## src/rtl/clkref_pkg.sv

```systemverilog
// Shared constants, types and the quality ranking for the clock reference selector.
// Assumes four candidates in fixed roles: two external ports and two line references.
package clkref_pkg;
    localparam int NCAND  = 4;
    localparam int CIDW   = $clog2(NCAND);
    localparam int QLW    = 4;
    localparam int NSLOT  = 3;
    localparam int SLOTW  = 2;
    localparam int PRIOW  = 3;
    localparam int RANKW  = 3;
    localparam logic [PRIOW-1:0] PRIO_NONE = '1;
    localparam logic [QLW-1:0]   QL_DNU    = 4'hF;

    typedef enum logic [SLOTW-1:0] {
        SLOT_EXT  = 2'd0,
        SLOT_REF1 = 2'd1,
        SLOT_REF2 = 2'd2,
        SLOT_NONE = 2'd3
    } slot_e;

    typedef enum logic [2:0] {
        RSN_OK     = 3'd0,
        RSN_ADMIN  = 3'd1,
        RSN_LOS    = 3'd2,
        RSN_SETTLE = 3'd3,
        RSN_DNU    = 3'd4
    } reason_e;

    // Map a quality code onto a rank where larger is better.
    function automatic logic [RANKW-1:0] ql_rank(input logic [QLW-1:0] code);
        case (code)
            4'h2:    ql_rank = 3'd5;
            4'h4:    ql_rank = 3'd4;
            4'h8:    ql_rank = 3'd3;
            4'hB:    ql_rank = 3'd2;
            4'hF:    ql_rank = 3'd0;
            default: ql_rank = 3'd1;
        endcase
    endfunction
endpackage

```

## src/rtl/clkref_qual.sv

```systemverilog
// One candidate's qualification: settle counter, qualified flag and reason code.
// Assumes hold_cycles is stable while a candidate is settling.
module clkref_qual
    import clkref_pkg::*;
#(
    parameter int HOLD_W = 8
) (
    input  logic              clk,
    input  logic              rst_n,
    input  logic              los,
    input  logic              en,
    input  logic [HOLD_W-1:0] hold_cycles,
    input  logic [QLW-1:0]    ql_eff,
    input  logic              ql_mode,
    output logic              qual,
    output reason_e           reason
);
    logic [HOLD_W-1:0] cnt;
    logic              done;
    logic              raw_ok;
    logic              dnu;

    // Raw health and the do-not-use condition.
    always_comb begin
        raw_ok = en && !los;
        dnu    = ql_mode && (ql_eff == QL_DNU);
    end

    // Count consecutive healthy edges until the settle time has elapsed.
    always_ff @(posedge clk) begin
        if (!rst_n) begin
            cnt  <= '0;
            done <= 1'b0;
        end else if (!raw_ok) begin
            cnt  <= '0;
            done <= 1'b0;
        end else if (!done) begin
            if (cnt >= hold_cycles) begin
                done <= 1'b1;
            end else begin
                cnt <= cnt + 1'b1;
            end
        end
    end

    // Qualified status and the first reason that applies.
    always_comb begin
        qual = raw_ok && done && !dnu;
        if (!en)        reason = RSN_ADMIN;
        else if (los)   reason = RSN_LOS;
        else if (!done) reason = RSN_SETTLE;
        else if (dnu)   reason = RSN_DNU;
        else            reason = RSN_OK;
    end

    p_drop_on_loss_r2: assert property (@(posedge clk) disable iff (!rst_n)
        !raw_ok |=> !done);
    p_settle_healthy_r2: assert property (@(posedge clk) disable iff (!rst_n)
        $rose(done) |-> $past(raw_ok));
endmodule

```

## src/rtl/clkref_rank.sv

```systemverilog
// Expands the three-slot order list into a priority rank per candidate.
// Smaller rank wins; PRIO_NONE marks a candidate whose slot is not listed.
module clkref_rank
    import clkref_pkg::*;
(
    input  logic [NSLOT*SLOTW-1:0]        slot_order,
    output logic [NCAND-1:0][PRIOW-1:0]   prio
);
    // Most important position holding a given slot code, or NSLOT when absent.
    function automatic logic [1:0] first_pos(input logic [NSLOT*SLOTW-1:0] ord,
                                             input slot_e s);
        first_pos = 2'(NSLOT);
        for (int p = NSLOT - 1; p >= 0; p--) begin
            if (ord[p*SLOTW +: SLOTW] == s) first_pos = 2'(p);
        end
    endfunction

    logic [1:0] pos_ext, pos_r1, pos_r2;

    // Two ranks per position keep the primary and redundant ports adjacent.
    always_comb begin
        pos_ext = first_pos(slot_order, SLOT_EXT);
        pos_r1  = first_pos(slot_order, SLOT_REF1);
        pos_r2  = first_pos(slot_order, SLOT_REF2);
        prio[0] = (pos_ext == 2'(NSLOT)) ? PRIO_NONE : {pos_ext, 1'b0};
        prio[1] = (pos_ext == 2'(NSLOT)) ? PRIO_NONE : {pos_ext, 1'b1};
        prio[2] = (pos_r1  == 2'(NSLOT)) ? PRIO_NONE : {pos_r1,  1'b0};
        prio[3] = (pos_r2  == 2'(NSLOT)) ? PRIO_NONE : {pos_r2,  1'b0};
    end
endmodule

```

## src/rtl/clkref_choose.sv

```systemverilog
// Selection rules and the registered selection and system quality.
// Assumes usable already combines qualification with presence in the order list.
module clkref_choose
    import clkref_pkg::*;
#(
    parameter logic [QLW-1:0] QL_HOLD = 4'h0
) (
    input  logic                        clk,
    input  logic                        rst_n,
    input  logic [NCAND-1:0]            usable,
    input  logic [NCAND-1:0][PRIOW-1:0] prio,
    input  logic [NCAND-1:0][QLW-1:0]   ql_eff,
    input  logic                        ql_mode,
    input  logic                        revert_en,
    output logic [CIDW-1:0]             cur_idx,
    output logic                        cur_valid,
    output logic [QLW-1:0]              sys_ql
);
    logic [CIDW-1:0] best_p, best_q, nxt_idx;
    logic            any_ok;
    logic [NCAND-1:0][RANKW-1:0] qlr;

    // Best candidate by priority and best candidate by quality rank.
    always_comb begin
        logic fp, fq;
        fp = 1'b0;
        fq = 1'b0;
        best_p = '0;
        best_q = '0;
        for (int i = 0; i < NCAND; i++) begin
            qlr[i] = ql_rank(ql_eff[i]);
        end
        for (int i = 0; i < NCAND; i++) begin
            if (usable[i] && (!fp || prio[i] < prio[best_p])) begin
                best_p = CIDW'(i);
                fp = 1'b1;
            end
            if (usable[i] && (!fq || qlr[i] > qlr[best_q] ||
                (qlr[i] == qlr[best_q] && prio[i] < prio[best_q]))) begin
                best_q = CIDW'(i);
                fq = 1'b1;
            end
        end
    end

    // Mode-dependent choice of the next selection.
    always_comb begin
        any_ok = |usable;
        if (!any_ok)                                       nxt_idx = cur_idx;
        else if (ql_mode)                                  nxt_idx = best_q;
        else if (!revert_en && cur_valid && usable[cur_idx]) nxt_idx = cur_idx;
        else                                               nxt_idx = best_p;
    end

    // Register the selection and the system quality in one step.
    always_ff @(posedge clk) begin
        if (!rst_n) begin
            cur_idx   <= '0;
            cur_valid <= 1'b0;
            sys_ql    <= QL_HOLD;
        end else begin
            cur_idx   <= nxt_idx;
            cur_valid <= any_ok;
            sys_ql    <= any_ok ? ql_eff[nxt_idx] : QL_HOLD;
        end
    end

    logic [NCAND-1:0] usable_d;
    // Delayed usability for checking the registered selection.
    always_ff @(posedge clk) usable_d <= usable;

    p_sel_usable_r8: assert property (@(posedge clk) disable iff (!rst_n)
        cur_valid |-> usable_d[cur_idx]);
    p_valid_any_r9: assert property (@(posedge clk) disable iff (!rst_n)
        (|usable) |=> cur_valid);
    p_none_invalid_r9: assert property (@(posedge clk) disable iff (!rst_n)
        !(|usable) |=> !cur_valid);
    p_holdover_ql_r9: assert property (@(posedge clk) disable iff (!rst_n)
        !cur_valid |-> sys_ql == QL_HOLD);
    p_nonrev_keep_r7: assert property (@(posedge clk) disable iff (!rst_n)
        (!ql_mode && !revert_en && cur_valid && usable[cur_idx]) |=>
        (cur_idx == $past(cur_idx)));
endmodule

```

## src/rtl/clkref_selector.sv

```systemverilog
// Top of the clock reference selector: per-candidate qualification, order
// expansion, selection and the external timing output select.
// Assumes all inputs are synchronous to clk.
module clkref_selector
    import clkref_pkg::*;
#(
    parameter int              HOLD_W  = 8,
    parameter logic [QLW-1:0]  QL_HOLD = 4'h0
) (
    input  logic                    clk,
    input  logic                    rst_n,
    input  logic [NCAND-1:0]        cand_los,
    input  logic [NCAND-1:0]        cand_en,
    input  logic [NCAND*QLW-1:0]    cand_ql_rx,
    input  logic [NCAND-1:0]        cand_ovr_en,
    input  logic [NCAND*QLW-1:0]    cand_ovr_ql,
    input  logic [NSLOT*SLOTW-1:0]  slot_order,
    input  logic                    ql_mode,
    input  logic                    revert_en,
    input  logic [HOLD_W-1:0]       hold_cycles,
    input  logic                    tout_pick,
    output logic [CIDW-1:0]         sel_idx,
    output logic                    sel_valid,
    output logic [QLW-1:0]          sys_ql,
    output logic [NCAND-1:0]        cand_qual,
    output logic [NCAND-1:0]        cand_sel,
    output logic [NCAND*3-1:0]      cand_reason,
    output logic [CIDW-1:0]         tout_sel,
    output logic                    tout_ok
);
    logic [NCAND-1:0][QLW-1:0]   ql_eff;
    logic [NCAND-1:0][PRIOW-1:0] prio;
    logic [NCAND-1:0]            usable;

    generate
        for (genvar g = 0; g < NCAND; g++) begin : g_cand
            reason_e rsn;

            // Override replaces the received quality code.
            always_comb begin
                ql_eff[g] = cand_ovr_en[g] ? cand_ovr_ql[g*QLW +: QLW]
                                           : cand_ql_rx[g*QLW +: QLW];
            end

            clkref_qual #(.HOLD_W(HOLD_W)) u_qual (
                .clk         (clk),
                .rst_n       (rst_n),
                .los         (cand_los[g]),
                .en          (cand_en[g]),
                .hold_cycles (hold_cycles),
                .ql_eff      (ql_eff[g]),
                .ql_mode     (ql_mode),
                .qual        (cand_qual[g]),
                .reason      (rsn)
            );

            // Publish the reason and combine qualification with order presence.
            always_comb begin
                cand_reason[g*3 +: 3] = rsn;
                usable[g] = cand_qual[g] && (prio[g] != PRIO_NONE);
            end
        end
    endgenerate

    clkref_rank u_rank (
        .slot_order (slot_order),
        .prio       (prio)
    );

    clkref_choose #(.QL_HOLD(QL_HOLD)) u_choose (
        .clk       (clk),
        .rst_n     (rst_n),
        .usable    (usable),
        .prio      (prio),
        .ql_eff    (ql_eff),
        .ql_mode   (ql_mode),
        .revert_en (revert_en),
        .cur_idx   (sel_idx),
        .cur_valid (sel_valid),
        .sys_ql    (sys_ql)
    );

    // Per-candidate selected flags and the line-only external output select.
    always_comb begin
        cand_sel = sel_valid ? (NCAND'(1) << sel_idx) : '0;
        tout_sel = {1'b1, tout_pick};
        tout_ok  = cand_qual[tout_sel];
    end
endmodule

```

## config.mk

```make
export PLATFORM = sky130hd
export DESIGN_NAME = clkref_selector
export DESIGN_NICKNAME = d
export VERILOG_FILES = /design/src/rtl/clkref_pkg.sv /design/src/rtl/clkref_qual.sv /design/src/rtl/clkref_rank.sv /design/src/rtl/clkref_choose.sv /design/src/rtl/clkref_selector.sv
export SDC_FILE = /design/constraint.sdc
export NUM_CORES = 1
export LEC_CHECK = 0
export ABC_AREA = 1
export BUFFER_PORTS_ARGS = -buffer_cell sky130_fd_sc_hd__buf_2
export CORE_ASPECT_RATIO = 0.7
export CORE_UTILIZATION = 55
export CTS_CLUSTER_DIAMETER = 50
export CTS_CLUSTER_SIZE = 20
export DETAILED_ROUTE_END_ITERATION = 10
export HOLD_SLACK_MARGIN = 0.1
export PLACE_DENSITY = 0.78
export SYNTH_ARGS = -nofsm -noshare
export SYNTH_HDL_FRONTEND = slang
export SYNTH_SLANG_ARGS = --single-unit
```

## constraint.sdc

```tcl
create_clock -name clk -period 6.5 [get_ports clk]
set_input_delay 1.3 -clock clk [delete_from_list [all_inputs] [get_ports clk]]
set_output_delay 1.3 -clock clk [all_outputs]
set_load 0.02 [all_outputs]
```

==> metrics.md, run 1 <==
| Metric | Value |
|---|---|
| Status | `complete, no violations` |
| Total gr overflow | `0` |
| Residual DRC | `0` |
| Peak supply drop | `0.108 mV` |
| Final period utilization | `between 80% and 90%` |
| Reg area | `861 sq um` |
| All-Layer GR Usage | `about 27%` |
| Root Driver | `clkbuf_8` |
| Synth Register Bits | `43` |
| Initial antenna violation count | `0` |
| CTS tree | `yes` |
| Via count of the routed design | `4477` |
| Area of the multi-input gates | `0.00277 sq mm` |
| Clock-pin slew of the registers on the worst-case setup and hold paths | `roughly 0.080 ns` |
| Post-DP HPWL | `8.64 mm` |
| Fmax achieved | `approximately 0.18 GHz` |
| Setup TNS | `0 ns` |
| Slowest stage delay, CP | `0.39 ns` |
| Layout cells sized above 1 | `roughly 18%` |
| Gpl congestion | `a little under 0.9` |
| Cells after Synth | `between 600 and 700` |
| Library cells used by synthesis | `39` |
| Syn-to-layout area delta | `14.8%` |
| CTS resizes | `0` |
| # setup viols final | `0` |
| HP Class | `register to register` |
| CP max FO | `12` |
| Max-Cap Viols | `0` |
| # H-tree levels | `2` |
| # IOs | `93` |
| Post-synth EDFFs | `0` |
| WL per Instance | `12.1 um` |
| Fillers | `652` |
| Setup Buffers After CTS | `0` |
| Mapped Area | `0.00415 sq mm` |
| First-pass GRT wire length | `17.3 mm` |
| Die ar. | `0.00791 sq mm` |
| CTS Sinks | `43` |
| Die Y-Extent | `around 75 um` |
| CP required | `6.73 ns` |
| Die Wd | `106 um` |
| Final ANT Viol Nets | `0` |
| DRT Wirelength | `10.4 mm` |
| TritonRoute pass-1 iters | `5` |
| Largest net degree at the start of global routing | `13` |
| Clock skew | `0.00822 ns` |
| Static leakage | `0.00261 uW` |
| CTS buffer count | `5` |
| Crit Path Class | `input port to register` |
| Worst slew pin tran | `between 0.7 and 0.8 ns` |
| I/O Buffers | `91` |
| Ys async rst share | `0%` |
| 1st-iter DRT viols | `293` |
| Slew headroom | `47.4%` |
| CTS max path bufs | `2` |
| Sequential area share after synthesis | `roughly a fifth` |
| Worst skew pair latency | `about 0.30 ns` |
| Num rows | `26` |
| Starting Density | `57.0%` |
| # nets final | `871` |
| Routed vias/inst | `5.24` |
| CP max-delay cell | `a21oi_1` |
| Hold buffer count at cts | `0` |
| Vias in the first global route | `3867` |
| Crit. End Element | `register` |
| Leading cell type in the layout, fill and taps excluded | `nand2_1` |
| CORE AREA | `0.00729 sq mm` |
| Max Slew Vio Count | `0` |
| Synth warn | `0` |
| Worst path most repeated cell | `nand2_1` |
| Commonest non-fill, non-tap cells in the layout | `145 x nand2_1, 118 x inv_1, 91 x buf_2` |
| Final min period | `5.66 ns` |
| Hold Vio Cnt, Final | `0` |
| Fin cells | `~850` |
| Critical Path Source Type | `input port` |
| Unrepaired setup endpoints after global routing | `no` |
| PwrDens | `approximately 130 mW/mm^2` |
| Placed cells | `847` |
| Antenna diode count | `0` |
| Main flop type after synthesis | `dfxtp_1` |
| Syn nets | `between 700 and 800` |
| Avg Cell Area, Syn | `6.24 sq um` |
| CP arrival | `roughly 5.9 ns` |
[Yosys cell counts (4+ instances only)]
master,count,share of area (%)
nand3_1,37,4.5
o21ai_0,46,5.5
nand2_1,145,13
buf_4,6,1.1
a21oi_1,60,7.2
inv_2,6,0.54
nand2_2,18,2.7
nor3_1,29,3.5
nor4_1,4,0.60
inv_1,118,11
nor2_2,4,0.60
ha_1,52,16
dfxtp_1,43,21
nand4_1,10,1.5
nor2_1,49,4.4
[sequential cells by signal (all words and copies together), names as in the netlist]
register	flops
g_cand.u_qual.done	4
g_cand.u_qual.cnt	32
u_choose.cur_valid	1
u_choose.cur_idx	2
u_choose.sys_ql	4
[critical path, delay by kind of cell]
kind	cells	cell delay (ns)
and+or+nand+nor	13	1.20
buffers and inverters	6	0.49
adders and majority gates	3	0.94
AOI/OAI and AO/OA	12	1.95
[power by group]
part           total [uW]  internal, uW  switching (uW)  leakage [uW]
Clock                 177          83.5            93.1     0.0000470
Sequential            268           265            2.78      0.000347
Combinational         183          67.7             115       0.00221
[metrics by stage]
stage | total power (uW) | area, sq um | hold slack (ns) | utilization, % | setup slack, ns
after floorplan | 398 | 4150 | 0.426 | - | 1.30
after global placement | 448 | 4680 | 0.445 | 64.2 | 0.888
after detailed placement | 454 | 4680 | 0.459 | 64.2 | 0.639
after CTS | 628 | 4770 | 0.473 | 65.4 | 0.932
after global routing | 668 | 4770 | 0.499 | 65.4 | 0.227
final | 628 | 4770 | 0.471 | 65.4 | 0.843
[kinds of logic (layout without fill, tap and decap cells)]
logic type      count (synthesis)  after routing  share of synthesized area [%]
mux                             2              2                          0.482
simple gates                  305            305                           33.3
flops                          43             43                           20.7
fa+ha+maj                      52             52                           15.7
buf+inv                       132            223                           12.5
compound gates                129            129                           17.0
xor+xnor                        1              1                          0.211
other cells                     1              1                         0.0903
[routing by layer]
metal  share of wire [%]  vias up  track usage (%)
met1                  50     1959             39.0
met3                 7.3       15             4.94
li1                    -     2357                -
met5                   0        -                0
met4                0.90        0             5.71
met2                  41      146             42.8
[final timing paths]
check / start / end / slack (ns) / cells after the start
hold reg to reg: g_cand[0].u_qual.cnt[7] / g_cand[0].u_qual.cnt[7] / 0.47 / 2
hold / removal: g_cand[0].u_qual.cnt[7] / g_cand[0].u_qual.cnt[7] / 0.47 / 2
setup / recovery: cand_ovr_en[0] / u_choose.sys_ql[2] / 0.84 / 34
setup reg to reg: g_cand[1].u_qual.done / u_choose.sys_ql[2] / 2.15 / 28
[layout make-up]
class	count	share of cell area [%]
Tap cell	98	2.57
Inverter	125	9.84
Timing Repair Buffer	91	9.55
Clock inverter	1	0.105
Multi-Input combinational cell	490	58.1
Clock buffer	6	1.73
Sequential cell	43	18.1
(Power assumes the default switching activity.)
==> run 2, diff against run 1 <==
CORE_ASPECT_RATIO = default   (was 0.7)
==> run 2 against run 1 <==
  * Core utilization is 0.23 points higher
  * Cell count increased by 0.12%
  * Global-route usage is 1.4 points higher
  * Sequential cell count unchanged
  * Count of clock-buffer cells in the layout is 1 lower
  * Sequential power about the same
  * Clock skew down 0.0022 ns
  * Maximum frequency grew 0.90%
  * Combinational power about the same
  * Critical path type unchanged
  * Largest power group unchanged
  * Highest routed layer unchanged
==> metrics.md, run 2 (same netlist as run 1, synthesis figures left out) <==
| Metric | Value |
|---|---|
| Critical R2R Capture | `u_choose.sys_ql[2] (unchanged)` |
| # H-tree levels | `2 (unchanged)` |
| Starting Density | `56.9% (was 57.0%)` |
| Crit. End Element | `register (unchanged)` |
| Worst slew pin tran | `0.845 ns (was 0.783 ns)` |
| Final ANT Viol Nets | `0 (unchanged)` |
| Num rows | `31 (was 26)` |
| CP arrival | `5.85 ns (was 5.89 ns)` |
| Gpl congestion | `0.914 (was 0.895)` |
| CTS resizes | `0 (unchanged)` |
| Critical Path Source Type | `input port (unchanged)` |
| CP max-delay cell | `a21oi_1 (unchanged)` |
| Syn-to-layout area delta | `15.3% (was 14.8%)` |
| CTS tree | `yes (unchanged)` |
| Die Wd | `88.9 um (was 106 um)` |
| # nets final | `871 (unchanged)` |
| Die ar. | `0.00790 sq mm (was 0.00791 sq mm)` |
| Number of cells on the worst reg-to-reg path | `28 (unchanged)` |
| Setup Buffers After CTS | `0 (unchanged)` |
| Residual DRC | `0 (unchanged)` |
| CTS max path bufs | `2 (unchanged)` |
| Unrepaired setup endpoints after global routing | `no (unchanged)` |
| Min-delay src | `g_cand[2].u_qual.cnt[7] (was g_cand[0].u_qual.cnt[7])` |
| Final period utilization | `86.3% (was 87.0%)` |
| Placement Setup Slack | `0.675 ns (was 0.639 ns)` |
| Setup TNS | `0 ns (unchanged)` |
| Commonest non-fill, non-tap cells in the layout | `145 x nand2_1, 118 x inv_1, 91 x buf_2 (unchanged)` |
| CP max FO | `12 (unchanged)` |
| Final min period | `5.61 ns (was 5.66 ns)` |
| TritonRoute pass-1 iters | `5 (unchanged)` |
| Layout cells sized above 1 | `17.9% (unchanged)` |
| Worst path most repeated cell | `nand2_1 (unchanged)` |
| # IOs | `93 (unchanged)` |
| PwrDens | `139 mW/mm^2 (was 132 mW/mm^2)` |
| Initial antenna violation count | `0 (unchanged)` |
| All-Layer GR Usage | `28.6% (was 27.2%)` |
| R2R setup slack | `2.23 ns (was 2.15 ns)` |
| CORE AREA | `0.00729 sq mm (about the same)` |
| Vias in the first global route | `4231 (was 3867)` |
| I/O Buffers | `91 (unchanged)` |
| Setup WS post-layout | `0.893 ns (was 0.843 ns)` |
| Biggest register | `g_cand.u_qual.cnt (unchanged)` |
| Root Driver | `clkbuf_8 (unchanged)` |
| HP Class | `register to register (unchanged)` |
| Clock-pin slew of the registers on the worst-case setup and hold paths | `0.09 ns (was 0.08 ns)` |
| Routed vias/inst | `5.32 (was 5.24)` |
| Leading cell type in the layout, fill and taps excluded | `nand2_1 (unchanged)` |
| Crit Path Class | `input port to register (unchanged)` |
| Hold Vio Cnt, Final | `0 (unchanged)` |
| CP required | `6.74 ns (was 6.73 ns)` |
| Total gr overflow | `0 (unchanged)` |
| Clock skew | `0.00597 ns (was 0.00822 ns)` |
| DRT Wirelength | `10.5 mm (was 10.4 mm)` |
| Largest regs | `g_cand.u_qual.cnt x32, g_cand.u_qual.done x4, u_choose.sys_ql x4 (unchanged)` |
| Worst skew pair latency | `0.30 ns (about the same)` |
| Peak supply drop | `0.0856 mV (was 0.108 mV)` |
| Hold Path End | `g_cand[2].u_qual.cnt[7] (was g_cand[0].u_qual.cnt[7])` |
| CTS Sinks | `43 (unchanged)` |
| Die Y-Extent | `88.9 um (was 74.7 um)` |
| Fmax achieved | `0.178 GHz (was 0.177 GHz)` |
| Slew headroom | `43.3% (was 47.4%)` |
| Max-Cap Viols | `0 (unchanged)` |
| WL per Instance | `12.3 um (was 12.1 um)` |
| Largest net degree at the start of global routing | `14 (was 13)` |
| Slowest stage delay, CP | `0.36 ns (was 0.39 ns)` |
| First-pass GRT wire length | `17.7 mm (was 17.3 mm)` |
| 1st-iter DRT viols | `196 (was 293)` |
| Largest register FFs | `32 (unchanged)` |
| Via count of the routed design | `4548 (was 4477)` |
| CTS buffer count | `5 (unchanged)` |
| R2R Path Start | `g_cand[1].u_qual.done (unchanged)` |
| Hold buffer count at cts | `0 (unchanged)` |
| Post-DP HPWL | `8.72 mm (was 8.64 mm)` |
| Max Slew Vio Count | `0 (unchanged)` |
| # setup viols final | `0 (unchanged)` |
| Hold path depth | `2 (unchanged)` |
| Static leakage | `0.00261 uW (about the same)` |
| Antenna diode count | `0 (unchanged)` |
| Status | `complete, no violations (unchanged)` |
| Fillers | `723 (was 652)` |
[run 2: cell types whose count changed in the layout (fill, tap and decap cells not counted)]
cell / previous run / this run
bufinv_16: 0 / 1
clkbuf_8: 6 / 5
clkinv_2: 1 / 0
clkinvlp_4: 0 / 1
[run 2: critical path: cells and delay by family]
kind	cells	cell delay, ns
AOI/OAI and AO/OA	12	1.86
and+or+nand+nor	14	1.32
buffers and inverters	5	0.43
adders and majority gates	3	0.94
[run 2: layout make-up]
| class | count | area (sq um) | share of cell area (%) |
|---|---|---|---|
| clock buffer | 5 | 68.8 | 1.44 |
| clock inverter | 2 | 37.5 | 0.784 |
| inverter | 125 | 469 | 9.80 |
| multi-input combinational | 490 | 2770 | 57.9 |
| sequential | 43 | 861 | 18.0 |
| tap | 99 | 124 | 2.59 |
| timing repair buffer | 91 | 455 | 9.51 |
[run 2: worst max-delay path by stage]
stage | from | end | cells past startpoint
6_report | cand_ovr_en[0] | u_choose.sys_ql[2] | 34
3_5_place_dp | cand_ovr_en[0] | u_choose.sys_ql[3] | 34
3_3_place_gp | cand_ovr_en[0] | u_choose.sys_ql[3] | 35
5_1_grt | cand_ovr_en[0] | u_choose.sys_ql[2] | 34
4_1_cts | cand_ovr_en[0] | u_choose.sys_ql[2] | 34
2_1_floorplan | cand_ovr_en[0] | u_choose.sys_ql[1] | 36
[run 2: stage by stage]
| stage | std cells | hold WS (ns) | instance area, sq um | total power (uW) | utilization, % |
|---|---|---|---|---|---|
| 6_report | 855 | 0.474 | 4790 | 664 | 65.7 |
| 5_1_grt | 855 | 0.489 | 4790 | 705 | 65.7 |
| 4_1_cts | 855 | 0.471 | 4790 | 665 | 65.7 |
| 2_1_floorplan | 665 | 0.426 | 4150 | 398 | - |
| 3_3_place_gp | 848 | 0.444 | 4680 | 449 | 64.2 |
| 3_5_place_dp | 848 | 0.450 | 4680 | 456 | 64.2 |
[run 2: metal layers]
layer	part of all wire [%]	vias to the layer above	track usage [%]
li1	-	2357	-
met1	43	2018	32.5
met2	48	139	52.4
met3	4.9	34	4.16
met4	3.9	0	14.1
met5	0	-	0
[run 2: power breakdown]
group	internal (uW)	switching, uW
Combinational	67.6	117
Sequential	265	2.34
Clock	113	99.7
